`src/rtl/tlb_fa.sv`:
```
module tlb_fa #(
  parameter int ENTRIES = 32,
  parameter int VPN_W   = 20,
  parameter int PPN_W   = 18,
  parameter int OFF_W   = 12
) (
  input  logic                   clk,
  input  logic                   rst_n,
  input  logic                   lookup_en,
  input  logic                   lookup_write,
  input  logic [VPN_W+OFF_W-1:0] lookup_va,
  output logic                   hit,
  output logic                   miss,
  output logic                   fault,
  output logic [PPN_W+OFF_W-1:0] phys_addr,
  output logic                   look_dirty,
  input  logic                   fill_en,
  input  logic [VPN_W-1:0]       fill_vpn,
  input  logic [PPN_W-1:0]       fill_ppn,
  input  logic                   fill_rd,
  input  logic                   fill_wr,
  output logic [$clog2(ENTRIES)-1:0] fill_slot,
  input  logic                   ref_clear,
  input  logic                   flush
);
  localparam int IDX_W = $clog2(ENTRIES);

  logic [VPN_W-1:0] tag_q [ENTRIES];
  logic [PPN_W-1:0] ppn_q [ENTRIES];
  logic [ENTRIES-1:0] valid_q, ref_q, dirty_q, rd_q, wr_q;
  logic [ENTRIES-1:0] match, ref_n;
  logic [IDX_W-1:0] hit_idx;
  logic             matched, allowed;

  wire [VPN_W-1:0] vpn = lookup_va[VPN_W+OFF_W-1:OFF_W];

  for (genvar i = 0; i < ENTRIES; i++) begin : g_cmp
    assign match[i] = valid_q[i] && (tag_q[i] == vpn);
  end

  always_comb begin
    hit_idx = '0;
    for (int i = ENTRIES - 1; i >= 0; i--)
      if (match[i]) hit_idx = IDX_W'(i);
  end

  assign matched    = |match;
  assign allowed    = lookup_write ? wr_q[hit_idx] : rd_q[hit_idx];
  assign hit        = lookup_en && matched && allowed;
  assign fault      = lookup_en && matched && !allowed;
  assign miss       = lookup_en && !matched;
  assign phys_addr  = hit ? {ppn_q[hit_idx], lookup_va[OFF_W-1:0]} : '0;
  assign look_dirty = hit && dirty_q[hit_idx];

  wire [ENTRIES-1:0] cand = valid_q & ~ref_q;
  wire inv_any  = ~&valid_q;
  wire cand_any = |cand;

  always_comb begin
    fill_slot = '0;
    if (inv_any) begin
      for (int i = ENTRIES - 1; i >= 0; i--)
        if (!valid_q[i]) fill_slot = IDX_W'(i);
    end else begin
      for (int i = ENTRIES - 1; i >= 0; i--)
        if (cand[i]) fill_slot = IDX_W'(i);
    end
  end

  wire do_fill = fill_en && !flush;

  always_comb begin
    ref_n = ref_q;
    if (ref_clear || (do_fill && !inv_any && !cand_any)) ref_n = '0;
    if (do_fill) ref_n[fill_slot] = 1'b0;
    if (hit) ref_n[hit_idx] = 1'b1;
  end

  always_ff @(posedge clk) begin
    if (!rst_n) begin
      valid_q <= '0;
      ref_q   <= '0;
      dirty_q <= '0;
      rd_q    <= '0;
      wr_q    <= '0;
      for (int i = 0; i < ENTRIES; i++) begin
        tag_q[i] <= '0;
        ppn_q[i] <= '0;
      end
    end else begin
      ref_q <= ref_n;
      if (hit && lookup_write) dirty_q[hit_idx] <= 1'b1;
      if (flush) begin
        valid_q <= '0;
      end else if (fill_en) begin
        valid_q[fill_slot] <= 1'b1;
        tag_q[fill_slot]   <= fill_vpn;
        ppn_q[fill_slot]   <= fill_ppn;
        rd_q[fill_slot]    <= fill_rd;
        wr_q[fill_slot]    <= fill_wr;
        dirty_q[fill_slot] <= 1'b0;
      end
    end
  end

  assert_one_outcome_R1: assert property (@(posedge clk) disable iff (!rst_n)
    lookup_en |-> $countones({hit, miss, fault}) == 1);

  assert_idle_quiet_R1: assert property (@(posedge clk) disable iff (!rst_n)
    !lookup_en |-> !hit && !miss && !fault);

  assert_fault_no_state_R4: assert property (@(posedge clk) disable iff (!rst_n)
    (fault && !fill_en && !flush && !ref_clear) |=> $stable(ref_q) && $stable(dirty_q));

  assert_write_marks_dirty_R5: assert property (@(posedge clk) disable iff (!rst_n)
    (hit && lookup_write && !fill_en && !flush) |=>
      (!(hit && lookup_va == $past(lookup_va)) || look_dirty));

  assert_hit_sets_ref_R6: assert property (@(posedge clk) disable iff (!rst_n)
    (hit && !fill_en) |=> ref_q[$past(hit_idx)]);

  assert_fill_lands_R7: assert property (@(posedge clk) disable iff (!rst_n)
    (fill_en && !flush) |=> valid_q[$past(fill_slot)]);

  assert_flush_empties_R10: assert property (@(posedge clk) disable iff (!rst_n)
    flush |=> !hit && !fault);
endmodule

```
`config.mk`:
```
export PLATFORM = sky130hd
export DESIGN_NAME = tlb_fa
export DESIGN_NICKNAME = d
export VERILOG_FILES = /design/src/rtl/tlb_fa.sv
export SDC_FILE = /design/constraint.sdc
export NUM_CORES = 2
export LEC_CHECK = 0
export BUFFER_PORTS_ARGS = -buffer_cell sky130_fd_sc_hd__buf_2
export CORE_AREA = 2 2 342 344
export CTS_BUF_LIST = sky130_fd_sc_hd__clkbuf_16
export DETAILED_ROUTE_END_ITERATION = 8
export DIE_AREA = 0 0 344 346
export PLACE_DENSITY = 0.76
export SLEW_MARGIN = 25
export SYNTH_ARGS = -nofsm -noshare
export SYNTH_HDL_FRONTEND = slang
export SYNTH_SLANG_ARGS = --single-unit
export TNS_END_PERCENT = 1
```
`constraint.sdc`:
```
create_clock -name clk -period 14.56 [get_ports clk]
set_clock_uncertainty 0.1 [all_clocks]
set_input_delay 4.368 -clock clk [delete_from_list [all_inputs] [get_ports clk]]
set_output_delay 4.368 -clock clk [all_outputs]
set_load 0.005 [all_outputs]
```
After elaboration in Yosys (flattened, before gate mapping)
Memory sizes are Yosys's and may differ from the RTL's. Index checks and enable logic that the tools add are counted.

Bits in registers: 160. Latch bits: 0. RAM bits: 1216. ROM bits: 0. Input bits: 79. Output and inout port bits: 39. Logic and storage cells: 237. Memories: 2.

Add/sub/neg operators: 0. $mul: 0. Div/mod/pow operators: 0. Order comparisons: 4. Equal/unequal tests: 32. Shifts and indexed selects: 0. Multiplexer cells: 129. Bitwise operators: 10. Reductions and logical operators: 55.

Memory list: tag_q (depth 32, bits a word 20, read ports 32, clocked after Yosys merged registers in 0, write ports 32, line 28) `logic [VPN_W-1:0] tag_q [ENTRIES];`; ppn_q (depth 32, bits a word 18, read ports 1, clocked after Yosys merged registers in 0, write ports 32, line 29) `logic [PPN_W-1:0] ppn_q [ENTRIES];`.

Operator list (count): 20-bit equality test (32); 5-bit two-way mux (99); 32-bit two-way mux (7); 32-bit AND (3); 32-bit OR (3); 32-bit bitwise mux (2); 32-bit inverter (2); 32-bit OR reduction (2); 1-bit logical AND (43); 32-bit AND reduction (1); 30-bit two-way mux (1); 20-bit two-way mux (1); 20-bit OR reduction (1); 18-bit two-way mux (1); 18-bit OR reduction (1); 1-bit binary-select mux with 5-bit select (3); 1-bit two-way mux (13); 5-bit by 6-bit < comparator with 1-bit output, second input constant (2); 1-bit demux with 5-bit select (2); 5-bit by 1-bit greater-or-equal comparator with 1-bit output, second input constant (2); 1-bit logical NOT (4); 1-bit inverter (2); 2-bit AND reduction (1); 2-bit OR reduction (1); 1-bit logical OR (1).

Longest topological paths before layout
Depth in word-level cells: 44. Gate-level depth with buffers: 22. Mapped depth without buffers: 15.

Worst setup path before layout
No wires, ideal clock.

Kind: input -> output. Start: input lookup_va[21]. End: output phys_addr[20]. Arrival: 8196 ps. Data required time: 10092 ps. Slack: 1896 ps. Stages on the path: 18. Path buffers: 4. Path through: buf_2 > buf_2 > xor2_1 > nor4b_1 > nand3_1 > or4_1 > and4_1 > a211oi_1 > nor3_2 > a21oi_1 > mux2_2 > a221oi_2 > o221a_1 > nand2_1 > and2_1 > buf_6 > buf_6 > nor4_2.

Cells in the longest elaborated chain, start to end: 39. Elaborated cells between the ends (all ways): 106. Classes of those cells: 32 x eq/ne; 38 x mux; 35 x reduce/logical; 1 x memory.

Ends and longest elaborated chain: start, declared (line 11) `input logic [VPN_W+OFF_W-1:0] lookup_va,`; 20-bit equality test (line 38) `assign match[i] = valid_q[i] && (tag_q[i] == vpn);`; 1-bit logical AND (line 38); 5-bit two-way mux (32 in series) (line 44) `if (match[i]) hit_idx = IDX_W'(i);`; 1-bit binary-select mux with 5-bit select (line 48) `assign allowed = lookup_write ? wr_q[hit_idx] : rd_q[hit_idx];`; 1-bit two-way mux (not written as such) (line 48); 1-bit two-way mux (line 48); 1-bit logical AND (line 49) `assign hit = lookup_en && matched && allowed;`; 30-bit two-way mux * (line 52) `assign phys_addr = hit ? {ppn_q[hit_idx], lookup_va[OFF_W-1:0]} : '0;`; end, declared (line 15) `output logic [PPN_W+OFF_W-1:0] phys_addr,`.

Mark *: on every way between the ends. The rest lies on a longest branch, timed or not. The select of a mux whose other input is x is not followed.

Worst setup path in the final report
Start: input lookup_va[26]. End: output phys_addr[18].

The elaborated chain is that of the path after synthesis.

==> impl_metrics.toml <==
[critical_path]
end_kind = "output port"
crit_buf_inv = 6
required_ns = 10.09
critPathTopFamily = "simple AND/OR/NAND/NOR gates"
crit_arrival_ns = 10.03
crit_type = "input port to output port"
cp_slowest_stage_delay_ns = 0.93
path_cells = "buf_2 -> buf_4 -> xnor2_1 -> nand4_1 -> nor4_1 -> nand4_1 -> nand2_1 -> a31oi_1 -> o211ai_1 -> nand2_2 -> buf_4 -> nand2_1 -> o22ai_1 -> nor4b_1 -> buf_4 -> nand3_1 -> nor4_1 -> buf_4 -> buf_2"
cpMaxStageDelayCell = "o211ai_1"
critPathLaunchType = "input port"
crit_fanout = 17
path_common_cell = "buf_4"

[floorplanning]
die-area_um2 = 119000
core-area_um2 = 115000
initial_core_util = 0.594
fp.dieH_um = 346
die-width_um = 344
num_rows = 125
boundaryPins = 118

[grt]
overflow = 0
antenna_found_initial = 11
gr-usage-all-layers = 0.389
grt_pass1_vias = 47900
grt_first_pass_wirelength_mm = 332
grt_max_degree = 42

[job]
cap_violations = 0

[cts]
cts-resized-gates = 0
htree_levels = 4
cts_tree = "done"
cts.sinks = 1376
hold_buffers = 0
cts_made_buffers = 142
post-cts-setup-buffers = 0
cts_buffer_depth = 3
clk_latency_ns = 0.79
clk_pin_slew_worst_paths_ns = 0.06
ctsRootBufferMaster = "clkbuf_16"

[synthesis]
synth_cell_type_count = 93
yosys_warnings = 0
synth_nets = 5744
synth-seq-cells = 1376
synthArstFlopShare = 0
avgSynthCellArea_um2 = 12.1
syn_area_um2 = 68600
ys.flop_type = "edfxtp_1"
synth_seq_area_share = 0.579
synth_edf_count = 1216
synth_cells = 5665

[pwr]
irDropWorstVdd_v = 0.000129
power.density_nw_per_um2 = 115
p_leak_nw = 26.6

[final_layout]
area_growth_pct = 10.9
drive_above_1_share = 0.133
layout.cells.non_filler = 7379
fin_nets = 5815

[routing]
via_per_inst = 6.69
ant_nets = 0
wl_mm = 233
drtPass1Iterations = 8
num_vias = 49400
drc = 0
dr.first_iter.drc_count = 7672
wire_per_inst_um = 31.6

[timing]
setup_viol = 0
fin_tns_setup_ns = 0
period_share = 0.996
final_hold_viol_count = 0
slew_headroom = 0.194
period_minus_slack_ns = 14.50
rsz0062_at_grt = "no"
timing.fmax_ghz = 0.0690
worst_slew_pin_slew_ns = 1.20
report.final.slew_viol_count = 0

[run_status]
status = "completed"

[worst_hold_path]
hp-class = "flop to flop"

[placed_design]
hpwl_mm = 147
gp_congestion = 1.01
place.port_buffers = 117
dp.cells = 7116
[synth_stat cells (17+ instances only)]
| master | count | area (µm²) |
|---|---|---|
| buf_6 | 26 | 293 |
| nor4b_1 | 18 | 158 |
| buf_2 | 55 | 275 |
| nor3_1 | 38 | 190 |
| inv_1 | 69 | 259 |
| dfxtp_1 | 160 | 3200 |
| nand4_1 | 213 | 1330 |
| nand3_1 | 125 | 626 |
| a21o_1 | 36 | 270 |
| xnor2_1 | 443 | 3880 |
| o21a_1 | 28 | 210 |
| nand2b_1 | 40 | 250 |
| o21ai_0 | 42 | 210 |
| nor4_1 | 118 | 738 |
| nor3b_1 | 37 | 278 |
| a22oi_1 | 24 | 180 |
| a222oi_1 | 19 | 190 |
| o31ai_1 | 23 | 173 |
| a22o_1 | 61 | 534 |
| edfxtp_1 | 1216 | 36500 |
| mux2_2 | 70 | 788 |
| buf_4 | 52 | 390 |
| or2_2 | 36 | 225 |
| o211ai_1 | 30 | 225 |
| mux2i_1 | 214 | 2140 |
| nor2b_1 | 50 | 313 |
| o221ai_1 | 17 | 149 |
| nand2_1 | 156 | 586 |
| nor2_1 | 123 | 462 |
| a211oi_1 | 58 | 435 |
| xor2_1 | 195 | 1710 |
| clkbuf_1 | 306 | 1150 |
| and2_1 | 1256 | 7860 |
| a21oi_1 | 58 | 290 |
| o22ai_1 | 38 | 238 |
[state kept, by name, summed over array words and instances (netlist names)]
name	flops
rd_q	32
tag_q	640
wr_q	32
ppn_q	576
valid_q	32
ref_q	32
dirty_q	32
[final cells by class]
cell class | count | area, µm²
Antenna cell | 3 | 7.51
Clock buffer | 144 | 3600
Timing Repair Buffer | 369 | 2990
Sequential cell | 1376 | 39700
Clock inverter | 116 | 882
Multi-Input combinational cell | 3778 | 26700
Fill cell | 8506 | 39300
Tap cell | 1524 | 1910
Inverter | 69 | 273
[routing by layer]
metal,track usage,vias up,part of all wire
li1,-,20500,-
met4,0.183,6,0.053
met2,0.572,3843,0.43
met3,0.108,811,0.14
met5,0,-,0.00020
met1,0.534,24200,0.37
[stage by stage]
step | worst slack, ns | utilization | area (µm²) | power, mW | hold slack (ns)
floorplan | 1.90 | - | 68600 | 4.96 | 0.325
global placement | 0.340 | 0.619 | 71500 | 5.21 | 0.332
detailed placement | 0.345 | 0.620 | 71600 | 5.23 | 0.341
CTS | 0.356 | 0.659 | 76100 | 8.73 | 0.348
global route | 0.0599 | 0.659 | 76100 | 8.94 | 0.365
finish | 0.0648 | 0.659 | 76100 | 8.76 | 0.349
[placed cells by master (no fill, tap or decap), types with 22 or more instances in the layout]
cell type / n
a211oi_1: 58
a21o_1: 36
a21oi_1: 57
a22o_1: 61
a22oi_1: 24
and2_1: 1255
buf_12: 35
buf_2: 111
buf_4: 220
clkbuf_16: 144
clkinv_1: 40
clkinv_2: 25
dfxtp_1: 160
edfxtp_1: 1216
inv_1: 71
mux2_2: 70
mux2i_1: 214
nand2_1: 155
nand2b_1: 40
nand3_1: 125
nand4_1: 213
nor2_1: 90
nor2_2: 26
nor2b_1: 50
nor3_1: 37
nor3b_1: 36
nor4_1: 117
o211ai_1: 30
o21a_1: 28
o21ai_0: 41
o22ai_1: 37
o31ai_1: 22
or2_2: 36
xnor2_1: 443
xor2_1: 195
[worst min-delay path, cell delays in order (launching register included)]
cell and delay [ns]:
dfxtp_1 0.31, nand2_1 0.05, o21ai_1 0.05
[cells by family (layout without fill, tap and decap cells)]
family / Yosys count / in the layout / share of synthesized area
and+or+nand+nor: 2316 / 2316 / 0.203
DFF: 1376 / 1376 / 0.579
xor gates and xnor gates: 640 / 640 / 0.0821
AOI/OAI and AO/OA: 538 / 538 / 0.0586
buffers and inverters: 511 / 698 / 0.0346
muxes: 284 / 284 / 0.0427
other: 0 / 3 / 0
[path summary, 6_finish.rpt]
| path | startpoint | to | slack, ns | cells after the start |
|---|---|---|---|---|
| worst max-delay path | lookup_va[26] | phys_addr[18] | 0.06 | 19 |
| worst min-delay path | dirty_q[24] | dirty_q[24] | 0.35 | 2 |
| worst max register to register | valid_q[23] | ppn_q[15][12] | 8.55 | 13 |
| worst min register to register | dirty_q[24] | dirty_q[24] | 0.35 | 2 |
[where the power goes]
group / switching (mW) / total (mW) / leakage [nW] / internal [mW]
Combinational: 0.469 / 0.661 / 11.2 / 0.192
Clock: 1.58 / 3.58 / 2.32 / 2.00
Sequential: 0.0658 / 4.51 / 13.1 / 4.45
Power figures use the tool's default switching activity.
